$ cat src/rtl/sg_pkg.sv
package sg_pkg;
  localparam int SG_ADDR_W    = 3;
  localparam int ADDR_CTRL    = 0;
  localparam int ADDR_DIV     = 1;
  localparam int ADDR_WORD0   = 2;
  localparam int ADDR_STAT    = 4;
  localparam int CTRL_EN_BIT  = 0;
  localparam int CTRL_IE_BIT  = 1;
  localparam int CTRL_LEN_LSB = 8;
  localparam int STAT_DONE    = 0;
endpackage

$ cat src/rtl/sg_regs.sv
module sg_regs
  import sg_pkg::*;
#(
  parameter int WORD_W = 32,
  parameter int NWORDS = 2,
  parameter int DIV_W  = 16,
  parameter int LEN_W  = 6
) (
  input  logic                     clk_i,
  input  logic                     rst_ni,
  input  logic                     wr_en_i,
  input  logic [SG_ADDR_W-1:0]     addr_i,
  input  logic [WORD_W-1:0]        wdata_i,
  input  logic                     run_i,
  input  logic                     finish_i,
  output logic [WORD_W-1:0]        rdata_o,
  output logic [NWORDS*WORD_W-1:0] words_o,
  output logic [DIV_W-1:0]         div_o,
  output logic [LEN_W-1:0]         len_o,
  output logic                     irq_en_o,
  output logic                     done_o,
  output logic                     en_set_o,
  output logic                     en_clr_o
);
  logic             wr_ctrl, wr_div, wr_stat;
  logic [WORD_W-1:0] word_q [NWORDS];
  logic [DIV_W-1:0] div_q;
  logic [LEN_W-1:0] len_q;
  logic             ie_q, done_q;

  assign wr_ctrl = wr_en_i && (addr_i == SG_ADDR_W'(ADDR_CTRL));
  assign wr_div  = wr_en_i && (addr_i == SG_ADDR_W'(ADDR_DIV));
  assign wr_stat = wr_en_i && (addr_i == SG_ADDR_W'(ADDR_STAT));

  assign en_set_o = wr_ctrl &&  wdata_i[CTRL_EN_BIT];
  assign en_clr_o = wr_ctrl && !wdata_i[CTRL_EN_BIT];

  always_ff @(posedge clk_i or negedge rst_ni) begin
    if (!rst_ni) begin
      len_q <= '0;
      ie_q  <= 1'b0;
    end else if (wr_ctrl) begin
      len_q <= wdata_i[CTRL_LEN_LSB +: LEN_W];
      ie_q  <= wdata_i[CTRL_IE_BIT];
    end
  end

  always_ff @(posedge clk_i or negedge rst_ni) begin
    if (!rst_ni)     div_q <= '0;
    else if (wr_div) div_q <= wdata_i[DIV_W-1:0];
  end

  // set has priority over a same-cycle clear
  always_ff @(posedge clk_i or negedge rst_ni) begin
    if (!rst_ni)                            done_q <= 1'b0;
    else if (finish_i)                      done_q <= 1'b1;
    else if (wr_stat && wdata_i[STAT_DONE]) done_q <= 1'b0;
  end

  for (genvar i = 0; i < NWORDS; i++) begin : g_word
    always_ff @(posedge clk_i or negedge rst_ni) begin
      if (!rst_ni) word_q[i] <= '0;
      else if (wr_en_i && (addr_i == SG_ADDR_W'(ADDR_WORD0 + i))) word_q[i] <= wdata_i;
    end
    assign words_o[i*WORD_W +: WORD_W] = word_q[i];
  end

  always_comb begin
    rdata_o = '0;
    if (addr_i == SG_ADDR_W'(ADDR_CTRL)) begin
      rdata_o[CTRL_EN_BIT]                = run_i;
      rdata_o[CTRL_IE_BIT]                = ie_q;
      rdata_o[CTRL_LEN_LSB +: LEN_W]      = len_q;
    end
    if (addr_i == SG_ADDR_W'(ADDR_DIV))  rdata_o[DIV_W-1:0] = div_q;
    if (addr_i == SG_ADDR_W'(ADDR_STAT)) rdata_o[STAT_DONE] = done_q;
    for (int i = 0; i < NWORDS; i++) begin
      if (addr_i == SG_ADDR_W'(ADDR_WORD0 + i)) rdata_o = word_q[i];
    end
  end

  assign div_o    = div_q;
  assign len_o    = len_q;
  assign irq_en_o = ie_q;
  assign done_o   = done_q;
endmodule

$ cat src/rtl/sg_step_div.sv
module sg_step_div #(
  parameter int DIV_W = 16
) (
  input  logic             clk_i,
  input  logic             rst_ni,
  input  logic             restart_i,
  input  logic             run_i,
  input  logic [DIV_W-1:0] div_i,
  output logic             tick_o
);
  logic [DIV_W-1:0] cnt_q;

  assign tick_o = run_i && (cnt_q >= div_i);

  always_ff @(posedge clk_i or negedge rst_ni) begin
    if (!rst_ni)        cnt_q <= '0;
    else if (restart_i) cnt_q <= '0;
    else if (run_i) begin
      if (tick_o) cnt_q <= '0;
      else        cnt_q <= cnt_q + 1'b1;
    end
  end
endmodule

$ cat src/rtl/sg_run_ctrl.sv
module sg_run_ctrl #(
  parameter int LEN_W = 6
) (
  input  logic             clk_i,
  input  logic             rst_ni,
  input  logic             en_set_i,
  input  logic             en_clr_i,
  input  logic             tick_i,
  input  logic [LEN_W-1:0] len_i,
  output logic             run_o,
  output logic             start_o,
  output logic             finish_o
);
  localparam logic [LEN_W:0] FULL_LEN = {1'b1, {LEN_W{1'b0}}};

  logic             run_q;
  logic [LEN_W:0]   steps_q, steps_nx, len_eff;

  assign len_eff  = (len_i == '0) ? FULL_LEN : {1'b0, len_i};
  assign steps_nx = steps_q + 1'b1;
  assign start_o  = en_set_i && !run_q;
  assign finish_o = run_q && tick_i && (steps_nx >= len_eff);

  always_ff @(posedge clk_i or negedge rst_ni) begin
    if (!rst_ni) begin
      run_q   <= 1'b0;
      steps_q <= '0;
    end else if (start_o) begin
      run_q   <= 1'b1;
      steps_q <= '0;
    end else if (finish_o || (run_q && en_clr_i)) begin
      run_q   <= 1'b0;
      steps_q <= '0;
    end else if (run_q && tick_i) begin
      steps_q <= steps_nx;
    end
  end

  assign run_o = run_q;
endmodule

$ cat src/rtl/sg_pattern.sv
module sg_pattern #(
  parameter int PAT_W    = 64,
  parameter int DATA_TAP = 0,
  parameter int CLK_TAP  = 16
) (
  input  logic             clk_i,
  input  logic             rst_ni,
  input  logic             load_i,
  input  logic             step_i,
  input  logic [PAT_W-1:0] shadow_i,
  output logic [PAT_W-1:0] pat_o,
  output logic             data_o,
  output logic             clk_o
);
  logic [PAT_W-1:0] pat_q, rot;

  for (genvar b = 0; b < PAT_W; b++) begin : g_rot
    assign rot[b] = pat_q[(b + 1) % PAT_W];
  end

  // idle: pattern follows the shadow words every cycle
  always_ff @(posedge clk_i or negedge rst_ni) begin
    if (!rst_ni)     pat_q <= '0;
    else if (load_i) pat_q <= shadow_i;
    else if (step_i) pat_q <= rot;
  end

  assign pat_o  = pat_q;
  assign data_o = pat_q[DATA_TAP];
  assign clk_o  = pat_q[CLK_TAP];
endmodule

$ cat src/rtl/sg_rot_gen.sv
module sg_rot_gen
  import sg_pkg::*;
#(
  parameter int PAT_W    = 64,
  parameter int WORD_W   = 32,
  parameter int DIV_W    = 16,
  parameter int LEN_W    = 6,
  parameter int DATA_TAP = 0,
  parameter int CLK_TAP  = 16
) (
  input  logic                 clk_i,
  input  logic                 rst_ni,
  input  logic                 wr_en_i,
  input  logic [SG_ADDR_W-1:0] addr_i,
  input  logic [WORD_W-1:0]    wdata_i,
  output logic [WORD_W-1:0]    rdata_o,
  output logic                 ser_data_o,
  output logic                 ser_clk_o,
  output logic                 irq_o
);
  localparam int NWORDS = PAT_W / WORD_W;

  logic [PAT_W-1:0] words, pat_q;
  logic [DIV_W-1:0] div;
  logic [LEN_W-1:0] len;
  logic irq_en, done, en_set, en_clr, run, start, finish, tick;

  sg_regs #(.WORD_W(WORD_W), .NWORDS(NWORDS), .DIV_W(DIV_W), .LEN_W(LEN_W)) u_regs (
    .clk_i, .rst_ni, .wr_en_i, .addr_i, .wdata_i,
    .run_i(run), .finish_i(finish), .rdata_o,
    .words_o(words), .div_o(div), .len_o(len), .irq_en_o(irq_en),
    .done_o(done), .en_set_o(en_set), .en_clr_o(en_clr)
  );

  sg_run_ctrl #(.LEN_W(LEN_W)) u_run (
    .clk_i, .rst_ni, .en_set_i(en_set), .en_clr_i(en_clr), .tick_i(tick),
    .len_i(len), .run_o(run), .start_o(start), .finish_o(finish)
  );

  sg_step_div #(.DIV_W(DIV_W)) u_div (
    .clk_i, .rst_ni, .restart_i(start), .run_i(run), .div_i(div), .tick_o(tick)
  );

  sg_pattern #(.PAT_W(PAT_W), .DATA_TAP(DATA_TAP), .CLK_TAP(CLK_TAP)) u_pat (
    .clk_i, .rst_ni, .load_i(!run || finish), .step_i(tick), .shadow_i(words),
    .pat_o(pat_q), .data_o(ser_data_o), .clk_o(ser_clk_o)
  );

  assign irq_o = done && irq_en;
endmodule

$ cat config.mk
export PLATFORM = sky130hd
export DESIGN_NAME = sg_rot_gen
export DESIGN_NICKNAME = d
export VERILOG_FILES = /design/src/rtl/sg_pkg.sv /design/src/rtl/sg_regs.sv /design/src/rtl/sg_step_div.sv /design/src/rtl/sg_run_ctrl.sv /design/src/rtl/sg_pattern.sv /design/src/rtl/sg_rot_gen.sv
export SDC_FILE = /design/constraint.sdc
export NUM_CORES = 1
export LEC_CHECK = 0
export ABC_AREA = 1
export BUFFER_PORTS_ARGS = -buffer_cell sky130_fd_sc_hd__buf_2
export CAP_MARGIN = 30
export CELL_PAD_IN_SITES_DETAIL_PLACEMENT = 0
export CELL_PAD_IN_SITES_GLOBAL_PLACEMENT = 1
export CORE_AREA = 10 10 132 165
export CTS_BUF_LIST = sky130_fd_sc_hd__clkbuf_4 sky130_fd_sc_hd__clkbuf_8
export CTS_CLUSTER_SIZE = 12
export DETAILED_ROUTE_END_ITERATION = 16
export DIE_AREA = 0 0 142 175
export PLACE_DENSITY_LB_ADDON = 0.3
export SLEW_MARGIN = 0
export SYNTH_ARGS = -nofsm -noshare
export SYNTH_HDL_FRONTEND = slang
export SYNTH_SLANG_ARGS = --single-unit
$ cat constraint.sdc
create_clock -name clk_i -period 7.2 [get_ports clk_i]
set_input_delay 0 -clock clk_i [delete_from_list [all_inputs] [get_ports clk_i]]
set_output_delay 0 -clock clk_i [all_outputs]
set_load 0.05 [all_outputs]
; Yosys cells after proc, flatten, opt, wreduce, memory -nomap -nowiden
; Cells that the tools add are included.
; W data, S select, Z words.
[totals]
inputBits = 38
output_inout_bits = 35
reg_bits = 176
wordCells = 62
[op_classes]
add_sub_neg = 2
n_eq_ne = 4
n_reduce_logical = 25
n_mux = 19
magnitude_cmp = 2
[ops]
columns = cell, count
row1 = $mux W64, 2
row2 = $mux W16, 4
row3 = $mux W32, 2
row4 = $mux W7, 4
row5 = $add A16 B1 Y16 const B, 1
row6 = $ge A16 B16 Y1, 1
row7 = $logic_and A1 B1 Y1, 14
row8 = $reduce_bool A2 Y1, 4
row9 = $add A7 B1 Y7 const B, 1
row10 = $ge A7 B7 Y1, 1
row11 = $eq A3 B2 Y1 const B, 2
row12 = $logic_not A6 Y1, 1
row13 = $mux W6, 1
row14 = $mux W1, 5
row15 = $eq A3 B1 Y1 const B, 1
row16 = $eq A3 B3 Y1 const B, 1
row17 = $logic_not A3 Y1, 1
row18 = $reduce_bool A3 Y1, 1
row19 = $logic_not A1 Y1, 2
row20 = $logic_or A1 B1 Y1, 2
row21 = $mux W2, 1

; Longest topological paths before layout
; Gate-level depths: netlist of the first run.
[logic_depth]
ltp_word = 7
mapped_depth = 17
depth_no_buf = 16

; Hierarchy
; A second synthesis of the first run with hierarchy kept.
[hier_totals]
hier_cells = 1173
hier_area_um2 = 9465.3
[by_module_without_submodules]
columns = mod, instances, area_per_inst_um2, seq_area_each_um2, cells_each
row1 = sg_regs, 1, 4331.7, 2202.1, 496
row2 = sg_pattern, 1, 2965.3, 1601.5, 350
row3 = sg_step_div, 1, 1431.4, 400.4, 220
row4 = sg_run_ctrl, 1, 721.9, 200.2, 103
row5 = sg_rot_gen, 1, 15.0, 0.0, 4

; Worst setup path after synthesis of the first run
; No wires, ideal clock.
[synth_timing]
path_type = register -> register
startpoint = register u_run.steps_q[0]
endpoint = register u_pat.pat_q[10], in the netlist u_pat.pat_o[10]
required_ns = 7.082
path_slack_ns = 4.850
path_buffers = 1
arrival_time_ns = 2.232
stages_incl_launch_ff = 14
setup_time_ns = 0.118
synth_period_minus_slack_ns = 2.350
cell_sequence = dfrtp_1 -> ha_1 -> nand3_1 -> nand3b_1 -> xnor2_1 -> ha_1 -> a21oi_1 -> o21a_1 -> o211ai_1 -> nand3_2 -> clkbuf_1 -> nand3_1 -> nand3_1 -> nand2_1
[synth_between]
elab_chain_len = 5
elab_cells_between_ends = 6
classes_between = add/sub (1) / order compare (1) / mux (1) / reduce/logical (3)
[synth_lines]
columns = element, line
row1 = from (decl), sg_run_ctrl.sv:17  ; logic [LEN_W:0] steps_q, steps_nx, len_eff;
row2 = from (signal assigned), sg_run_ctrl.sv:35  ; steps_q <= steps_nx;
row3 = $add A7 B1 Y7 *, sg_run_ctrl.sv:20  ; assign steps_nx = steps_q + 1'b1;
row4 = $ge A7 B7 Y1 *, sg_run_ctrl.sv:22  ; assign finish_o = run_q && tick_i && (steps_nx >= len_eff);
row5 = $logic_and A1 B1 Y1 *, sg_run_ctrl.sv:22
row6 = $logic_or A1 B1 Y1 *, sg_rot_gen.sv:45  ; .clk_i, .rst_ni, .load_i(!run || finish), .step_i(tick), .shadow_i(words),
row7 = $mux W64 or $reduce_bool A2 Y1 (tied branches), -
row8 = to (signal assigned), sg_pattern.sv:24  ; else if (load_i) pat_q <= shadow_i;
row9 = to (signal assigned), sg_pattern.sv:25  ; else if (step_i) pat_q <= rot;
row10 = to (decl), sg_pattern.sv:15  ; logic [PAT_W-1:0] pat_q, rot;
; Mark *: on every way between the ends. The rest lies on a longest branch, timed or not.
; A chain may end at the register's enable or synchronous reset.

; Worst setup path after layout of the first run
[layout_timing]
startpoint = register u_div.cnt_q[7]
endpoint = register u_pat.pat_q[34], in the netlist u_pat.pat_o[34]
[layout_between]
elab_chain_len = 6
elab_cells_between_ends = 7
classes_between = order compare (1) / mux (1) / reduce/logical (5)
[layout_lines]
columns = element, line
row1 = from (decl), sg_step_div.sv:11  ; logic [DIV_W-1:0] cnt_q;
row2 = from (signal assigned), sg_step_div.sv:20  ; else cnt_q <= cnt_q + 1'b1;
row3 = $ge A16 B16 Y1 *, sg_step_div.sv:13  ; assign tick_o = run_i && (cnt_q >= div_i);
row4 = $logic_and A1 B1 Y1 *, sg_step_div.sv:13
row5 = $logic_and A1 B1 Y1 (2 in a row), sg_run_ctrl.sv:22
row6 = $logic_or A1 B1 Y1, sg_rot_gen.sv:45
row7 = $mux W64 or $reduce_bool A2 Y1 (tied branches), -
; Marked as above.

==> impl_metrics.env, run 1 <==
export IMPL_period_needed_ns=3.22
export IMPL_reg2regPathDepth=15
export IMPL_h_tree_depth=4
export IMPL_grt_start_max_net_pins=104
export IMPL_grt_setup_unrepaired="false"
export IMPL_cts_sinks=176
export IMPL_ys_seq_area_share_pct=48.2
export IMPL_critPathMaxStageDelay_ns=0.62
export IMPL_drive_above_1_share_pct=10.1
export IMPL_grt_usage_pct=19.0
export IMPL_start_util_pct=49.4
export IMPL_seq_area_sq_um=4410
export IMPL_nNetsFinal=1341
export IMPL_rows=56
export IMPL_drc=0
export IMPL_avgViaCountPerCell=5.05
export IMPL_cp_start_kind="flop"
export IMPL_status="finished clean"
export IMPL_cap_viol_max_count=0
export IMPL_finalWirelength_microns=22700
export IMPL_coreArea_sq_um=18500
export IMPL_clkTransAtPathRegs_ns=0.09
export IMPL_synth_avg_cell_area_sq_um=7.64
export IMPL_root_buffer="clkbuf_8"
export IMPL_setup_tns_ns=0
export IMPL_dieArea_sq_um=24900
export IMPL_finalNonFillerCells=1523
export IMPL_syn_inst=1196
export IMPL_setup_worst_path_end_class="flop"
export IMPL_ctsResizeCount=0
export IMPL_p_leak_uw=0.00567
export IMPL_die_width_microns=142
export IMPL_hold_end="u_regs.len_o[2]"
export IMPL_synthDistinctLibCells=34
export IMPL_yosysTopAreaCellShare_pct=48.2
export IMPL_antenna_left=0
export IMPL_cpLargestDelayFamily="buffers and inverters"
export IMPL_synth_nets=1259
export IMPL_multiInputGateArea_sq_um=3620
export IMPL_min_delay_start="wdata_i[10]"
export IMPL_place_inst=1451
export IMPL_cts_tree="built"
export IMPL_synth_ff_type="dfrtp_1"
export IMPL_antenna_found_initial=0
export IMPL_rrSetupSlack_ns=3.98
export IMPL_cts_buffer_depth=2
export IMPL_ioPinCount=73
export IMPL_worst_path_max_delay_cell="buf_4"
export IMPL_numCtsBuffers=17
export IMPL_dr_pass1_iters=4
export IMPL_worst_ep_required_time_ns=7.55
export IMPL_drtIter0Drc=438
export IMPL_rr_endpoint="u_pat.pat_o[34]"
export IMPL_synth_area_leader_cell="dfrtp_1"
export IMPL_num_vias=7698
export IMPL_final_setup_viol_count=0
export IMPL_post_route_period_util_pct=44.7
export IMPL_path_class="reg2reg"
export IMPL_synth_seq_cells=176
export IMPL_place_gp_congestion=0.834
export IMPL_clkLatencyLatePin_ns=0.46
export IMPL_overflow=0
export IMPL_grt_pass1_wl_microns=39000
export IMPL_tightestPinTransition_ns=0.897
export IMPL_r2r_start="u_div.cnt_q[7]"
export IMPL_wl_per_cell_microns=14.9
export IMPL_synth_area_top_cells="dfrtp_1, nand2_1, inv_1"
export IMPL_synth_edff_count=0
export IMPL_grt_pass1_vias=7767
export IMPL_synthArstFlopShare_pct=100
export IMPL_hp_class="in2reg"
export IMPL_yosysWarnings=0
export IMPL_syn_area_sq_um=9130
export IMPL_timing_fmax_ghz=0.311
export IMPL_fillers=1799
export IMPL_final_setup_skew_ns=0.0133
export IMPL_syn_to_final_growth_pct=14.8
export IMPL_slew_limit_headroom_pct=40.1
export IMPL_placement_io_buffers=72
export IMPL_yosysMostFrequentCell="nand2_1"
export IMPL_hpwlAfterDp_microns=14800
export IMPL_synthTopCellsByCount="nand2_1, inv_1, dfrtp_1"
export IMPL_ir_drop_mv=0.214
export IMPL_path_common_cell="nand2_1"
export IMPL_crit_buf_inv=4
export IMPL_whs_ns=0.292
export IMPL_die_height_microns=175
export IMPL_p_per_area_nw_per_um2=369
export IMPL_finalMaxSlewViolations=0
export IMPL_finalHoldViolCount=0
export IMPL_worstPathCellList="ha_1 > nand2_1 > inv_2 > nand2_1 > nand2_1 > nor2_1 > nand2_1 > nand2_1 > nand2_2 > nor2_4 > buf_4 > inv_2 > buf_4 > nand3_1 > nand2_1"
export IMPL_holdPathStages=4
export IMPL_crit_path_max_fanout=75
export IMPL_n_antenna_cell=0
export IMPL_crit_arrival_ns=3.57
export IMPL_fin_util_pct=56.7
[through the flow]
stage | power (uW) | instance area (sq um) | setup WS [ns]
floorplan | 2790 | 9130 | 4.85
global placement | 3140 | 9560 | 3.99
detailed placement | 3180 | 9640 | 3.97
CTS | 3910 | 10400 | 3.94
global route | 4260 | 10500 | 3.61
finish | 3870 | 10500 | 3.98
[tightest hold or removal path: cells and delay by family]
kind	cells	cell delay, ns
buffers and inverters	2	0.63
AOI/OAI and AO/OA	1	0.05
and+or+nand+nor	1	0.04
[layout make-up]
cell class / count / area share [%]
flip-flops and latches: 176 / 42.0
multi-input cells: 741 / 34.6
repair buffers: 123 / 8.94
inverters: 219 / 7.84
clock buffers: 22 / 2.83
well taps: 232 / 2.77
clock inverters: 10 / 1.04
[how the worst max path moves through the flow]
| stage | slack, ns | from | cells after the start | end |
|---|---|---|---|---|
| global route | 3.61 | u_div.cnt_q[7] | 14 | u_div.cnt_q[7] |
| finish | 3.98 | u_div.cnt_q[7] | 15 | u_pat.pat_o[34] |
| CTS | 3.94 | u_div.cnt_q[7] | 14 | u_div.cnt_q[2] |
| detailed placement | 3.97 | u_div.cnt_q[7] | 15 | u_pat.pat_o[15] |
| global placement | 3.99 | u_run.steps_q[0] | 12 | u_run.steps_q[6] |
| floorplan | 4.85 | u_run.steps_q[0] | 13 | u_pat.pat_o[10] |
[sequential cells by signal, indices dropped and copies added (netlist names)]
| register | cells |
|---|---|
| u_pat.pat_o | 64 |
| u_regs.words_o | 64 |
| u_div.cnt_q | 16 |
| u_regs.div_o | 16 |
| u_run.steps_q | 7 |
| u_regs.len_o | 6 |
| u_regs.done_o | 1 |
| u_regs.irq_en_o | 1 |
| u_run.run_o | 1 |
[cell usage in the layout, fill, tap and decap left out, types with 2 or more instances in the layout]
cell type	Yosys	final
buf_2	11	71
bufinv_16	0	2
a22oi_1	3	3
nor2_2	4	3
nand2_2	2	4
clkinvlp_4	0	2
o21ai_1	6	6
nand4_1	5	5
o21ai_0	103	103
inv_2	2	2
buf_4	7	7
nand3_2	2	2
clkbuf_8	0	21
buf_16	0	3
a21oi_1	16	16
a221oi_1	3	3
xnor2_1	3	3
dlygate4sd3_1	0	38
xor2_1	8	8
inv_1	216	216
o22ai_1	25	25
nand3_1	142	142
nand3b_1	2	2
nor3_1	4	4
o221ai_1	12	12
clkinv_2	0	5
nor2_1	22	22
ha_1	25	25
buf_12	0	2
nand2_1	348	346
dfrtp_1	176	175
[repair_timing]
item,4_1_cts,5_1_grt
buffers inserted,0,0
hold endpoints to repair,191,3
hold buffers,37,1
[routing by layer]
metal,vias to the layer above,GRT usage [%],part of all wire (%)
met1,3599,25.7,47
met3,22,3.58,3.9
met5,-,0,0
met2,157,30.0,48
li1,3920,-,-
met4,0,6.10,1.4
[where the power goes]
group	switching [uW]	total, uW	internal (uW)	leakage, uW
clock	359	706	347	0.000208
combinational	1090	1640	550	0.00325
sequential	207	1530	1320	0.00222
[cell families (layout without fill, tap and decap cells)]
family,count (synthesis),after routing,synth area share (%)
compound gates,173,173,10.7
xor+xnor,11,11,1.05
fa+ha+maj,25,25,3.42
buf+inv,279,374,12.2
flops,176,176,48.2
simple gates,532,532,24.4
Power figures use the tool's default switching activity.
==> inputs of run 2 (changes only) <==
CORE_AREA = 10 10 143 178   (was 10 10 132 165)
DIE_AREA = 0 0 153 188   (was 0 0 142 175)
clock period = 2.9 ns   (was 7.2 ns; I/O delays follow)
==> run 2 against run 1 <==
Clock skew up 0.0018 ns; first-iteration DRC count up 37%; core utilization down 7.5 points; sequential share of layout area down 1.3 points; sequential cell count unchanged; global-route usage down 2.5 points; critical path depth down 1; register-to-register slack worse by 3.8 ns; cell area up 3.2%; critical path type unchanged; sequential power up 150%; worst hold slack worse by 0.24 ns; final cell count up 4.5%.
==> impl_metrics.env, run 2 (synthesis gave the netlist of run 1 again) <==
export IMPL_coreArea_sq_um=22000
export IMPL_status="finished clean"
export IMPL_setup_tns_ns=0
export IMPL_p_comb_share_pct=44.4
export IMPL_die_height_microns=188
export IMPL_internal_power_uw=5860
export IMPL_tightestPinTransition_ns=0.890
export IMPL_clkLatencyLatePin_ns=0.47
export IMPL_p_leak_uw=0.00581
export IMPL_grt_setup_unrepaired="false"
export IMPL_antenna_found_initial=0
export IMPL_dr_pass1_iters=5
export IMPL_crit_path_max_fanout=8
export IMPL_n_antenna_cell=0
export IMPL_p_per_area_nw_per_um2=945
export IMPL_die_width_microns=153
export IMPL_dr_wl_met2_microns=12000
export IMPL_period_needed_ns=2.75
export IMPL_cp_start_kind="flop"
export IMPL_sw_frac_of_total_pct=42.7
export IMPL_post_route_period_util_pct=95.0
export IMPL_pwr_share_seq_pct=37.4
export IMPL_wl_per_cell_microns=15.6
export IMPL_path_class="reg2reg"
export IMPL_grt_start_max_net_pins=85
export IMPL_h_tree_depth=4
export IMPL_numCtsBuffers=17
export IMPL_avgViaCountPerCell=4.97
export IMPL_worst_ep_required_time_ns=3.24
export IMPL_syn_to_final_growth_pct=18.4
export IMPL_ir_drop_mv=0.517
export IMPL_finalHoldViolCount=0
export IMPL_start_util_pct=41.6
export IMPL_setup_worst_path_end_class="flop"
export IMPL_hpwlAfterDp_microns=15700
export IMPL_p_switching_uw=4360
export IMPL_overflow=0
export IMPL_drtIter0Drc=599
export IMPL_fillers=2235
export IMPL_cts_sinks=176
export IMPL_grt_usage_pct=16.5
export IMPL_wl_met3_microns=852
export IMPL_cts_buffer_depth=2
export IMPL_layout_common_cells="nand2_1, inv_1, dfrtp_1"
export IMPL_drc=0
export IMPL_met1_length_microns=11700
export IMPL_mostFrequentLayoutCell="nand2_1"
export IMPL_place_gp_congestion=0.878
export IMPL_root_buffer="clkbuf_8"
export IMPL_totalPowerFinal_uw=10200
export IMPL_placement_io_buffers=72
export IMPL_slew_limit_headroom_pct=40.6
export IMPL_final_setup_skew_ns=0.0151
export IMPL_nNetsFinal=1359
export IMPL_seq_area_sq_um=4410
export IMPL_pwr_share_clk_pct=18.2
export IMPL_crit_arrival_ns=3.10
export IMPL_grt_pass1_vias=7654
export IMPL_hp_class="in2async"
export IMPL_antenna_left=0
export IMPL_place_inst=1515
export IMPL_cts_tree="built"
export IMPL_finalNonFillerCells=1592
export IMPL_final_setup_viol_count=0
export IMPL_routed_top_layer="met4"
export IMPL_dieArea_sq_um=28800
export IMPL_multiInputGateArea_sq_um=3670
export IMPL_clkTransAtPathRegs_ns=0.10
export IMPL_finalWirelength_microns=24900
export IMPL_finalMaxSlewViolations=0
export IMPL_timing_fmax_ghz=0.363
export IMPL_cap_viol_max_count=0
export IMPL_whs_ns=0.0531
export IMPL_num_vias=7907
export IMPL_grt_pass1_wl_microns=39800
export IMPL_drive_above_1_share_pct=12.1
export IMPL_rows=61
export IMPL_ioPinCount=73
-- run 2: cell count changes in the layout (fill, tap and decap cells not counted), sizes merged --
cell	change
buf	+19
bufinv	+1
clkbuf	+2
dlygate4sd3	-5
inv	+2
clkinv	-1
-- run 2: stage by stage --
stage | util (%) | instance area (sq um) | setup WS (ns)
after floorplan | - | 9130 | 0.550
after global placement | 44.6 | 9800 | 0.231
after detailed placement | 44.6 | 9800 | 0.157
after CTS | 48.0 | 10600 | 0.106
after global routing | 49.2 | 10800 | 0.0105
final | 49.2 | 10800 | 0.145
-- run 2: per-layer routing --
layer,vias up,global-route usage (%)
li1,3974,-
met1,3785,21.3
met2,130,27.7
met3,18,2.98
met4,0,4.63
met5,-,0
-- run 2: worst paths after layout --
| kind | cells past startpoint | slack, ns | start | to |
|---|---|---|---|---|
| hold / removal | 2 | 0.05 | rst_ni | u_div.cnt_q[15] |
| setup reg to reg | 14 | 0.15 | u_run.steps_q[0] | u_run.run_o |
| max in group asynchronous | 3 | 1.97 | rst_ni | u_run.run_o |
| min in group clk_i | 3 | 0.16 | wr_en_i | u_regs.words_o[36] |
| hold reg to reg | 2 | 0.48 | u_pat.pat_o[7] | u_pat.pat_o[7] |
| setup / recovery | 14 | 0.15 | u_run.steps_q[0] | u_run.run_o |
-- run 2: area by class of cell --
| cell class | instances | share of cell area [%] |
|---|---|---|
| inverter | 219 | 7.60 |
| timing repair buffer | 141 | 10.4 |
| clock inverter | 12 | 1.43 |
| multi-input combinational | 741 | 34.0 |
| tap | 283 | 3.27 |
| clock buffer | 20 | 2.55 |
| sequential | 176 | 40.7 |
-- run 2: timing repair --
action                                 CTS  global route
resized for setup                        0            13
endpoints found under the hold margin  145             0
setup endpoints to repair                0            64
buffers inserted                         0             5
hold buffers                            33             0
-- run 2: power by group through the flow --
| stage | Combinational [uW] | Clock (uW) | Sequential [uW] |
|---|---|---|---|
| 2_1_floorplan | 3200 | 0 | 3740 |
| 6_report | 4540 | 1860 | 3820 |
| 5_1_grt | 5180 | 2010 | 3920 |
| 4_1_cts | 4280 | 1920 | 3800 |
| 3_3_place_gp | 4170 | 0 | 3830 |
| 3_5_place_dp | 4230 | 0 | 3830 |
-- run 2: worst max-delay path, stage by stage, from the launching register on --
cell and delay (ns):
dfrtp_1 0.45, ha_4 0.17, nand3_2 0.08, nand3b_1 0.21, xnor2_2 0.17, ha_1 0.33, nand2_2 0.07, o21a_1 0.18
o211ai_1 0.16, nand3_4 0.23, buf_6 0.17, buf_4 0.12, nand3_2 0.05, buf_4 0.16, o21ai_1 0.06
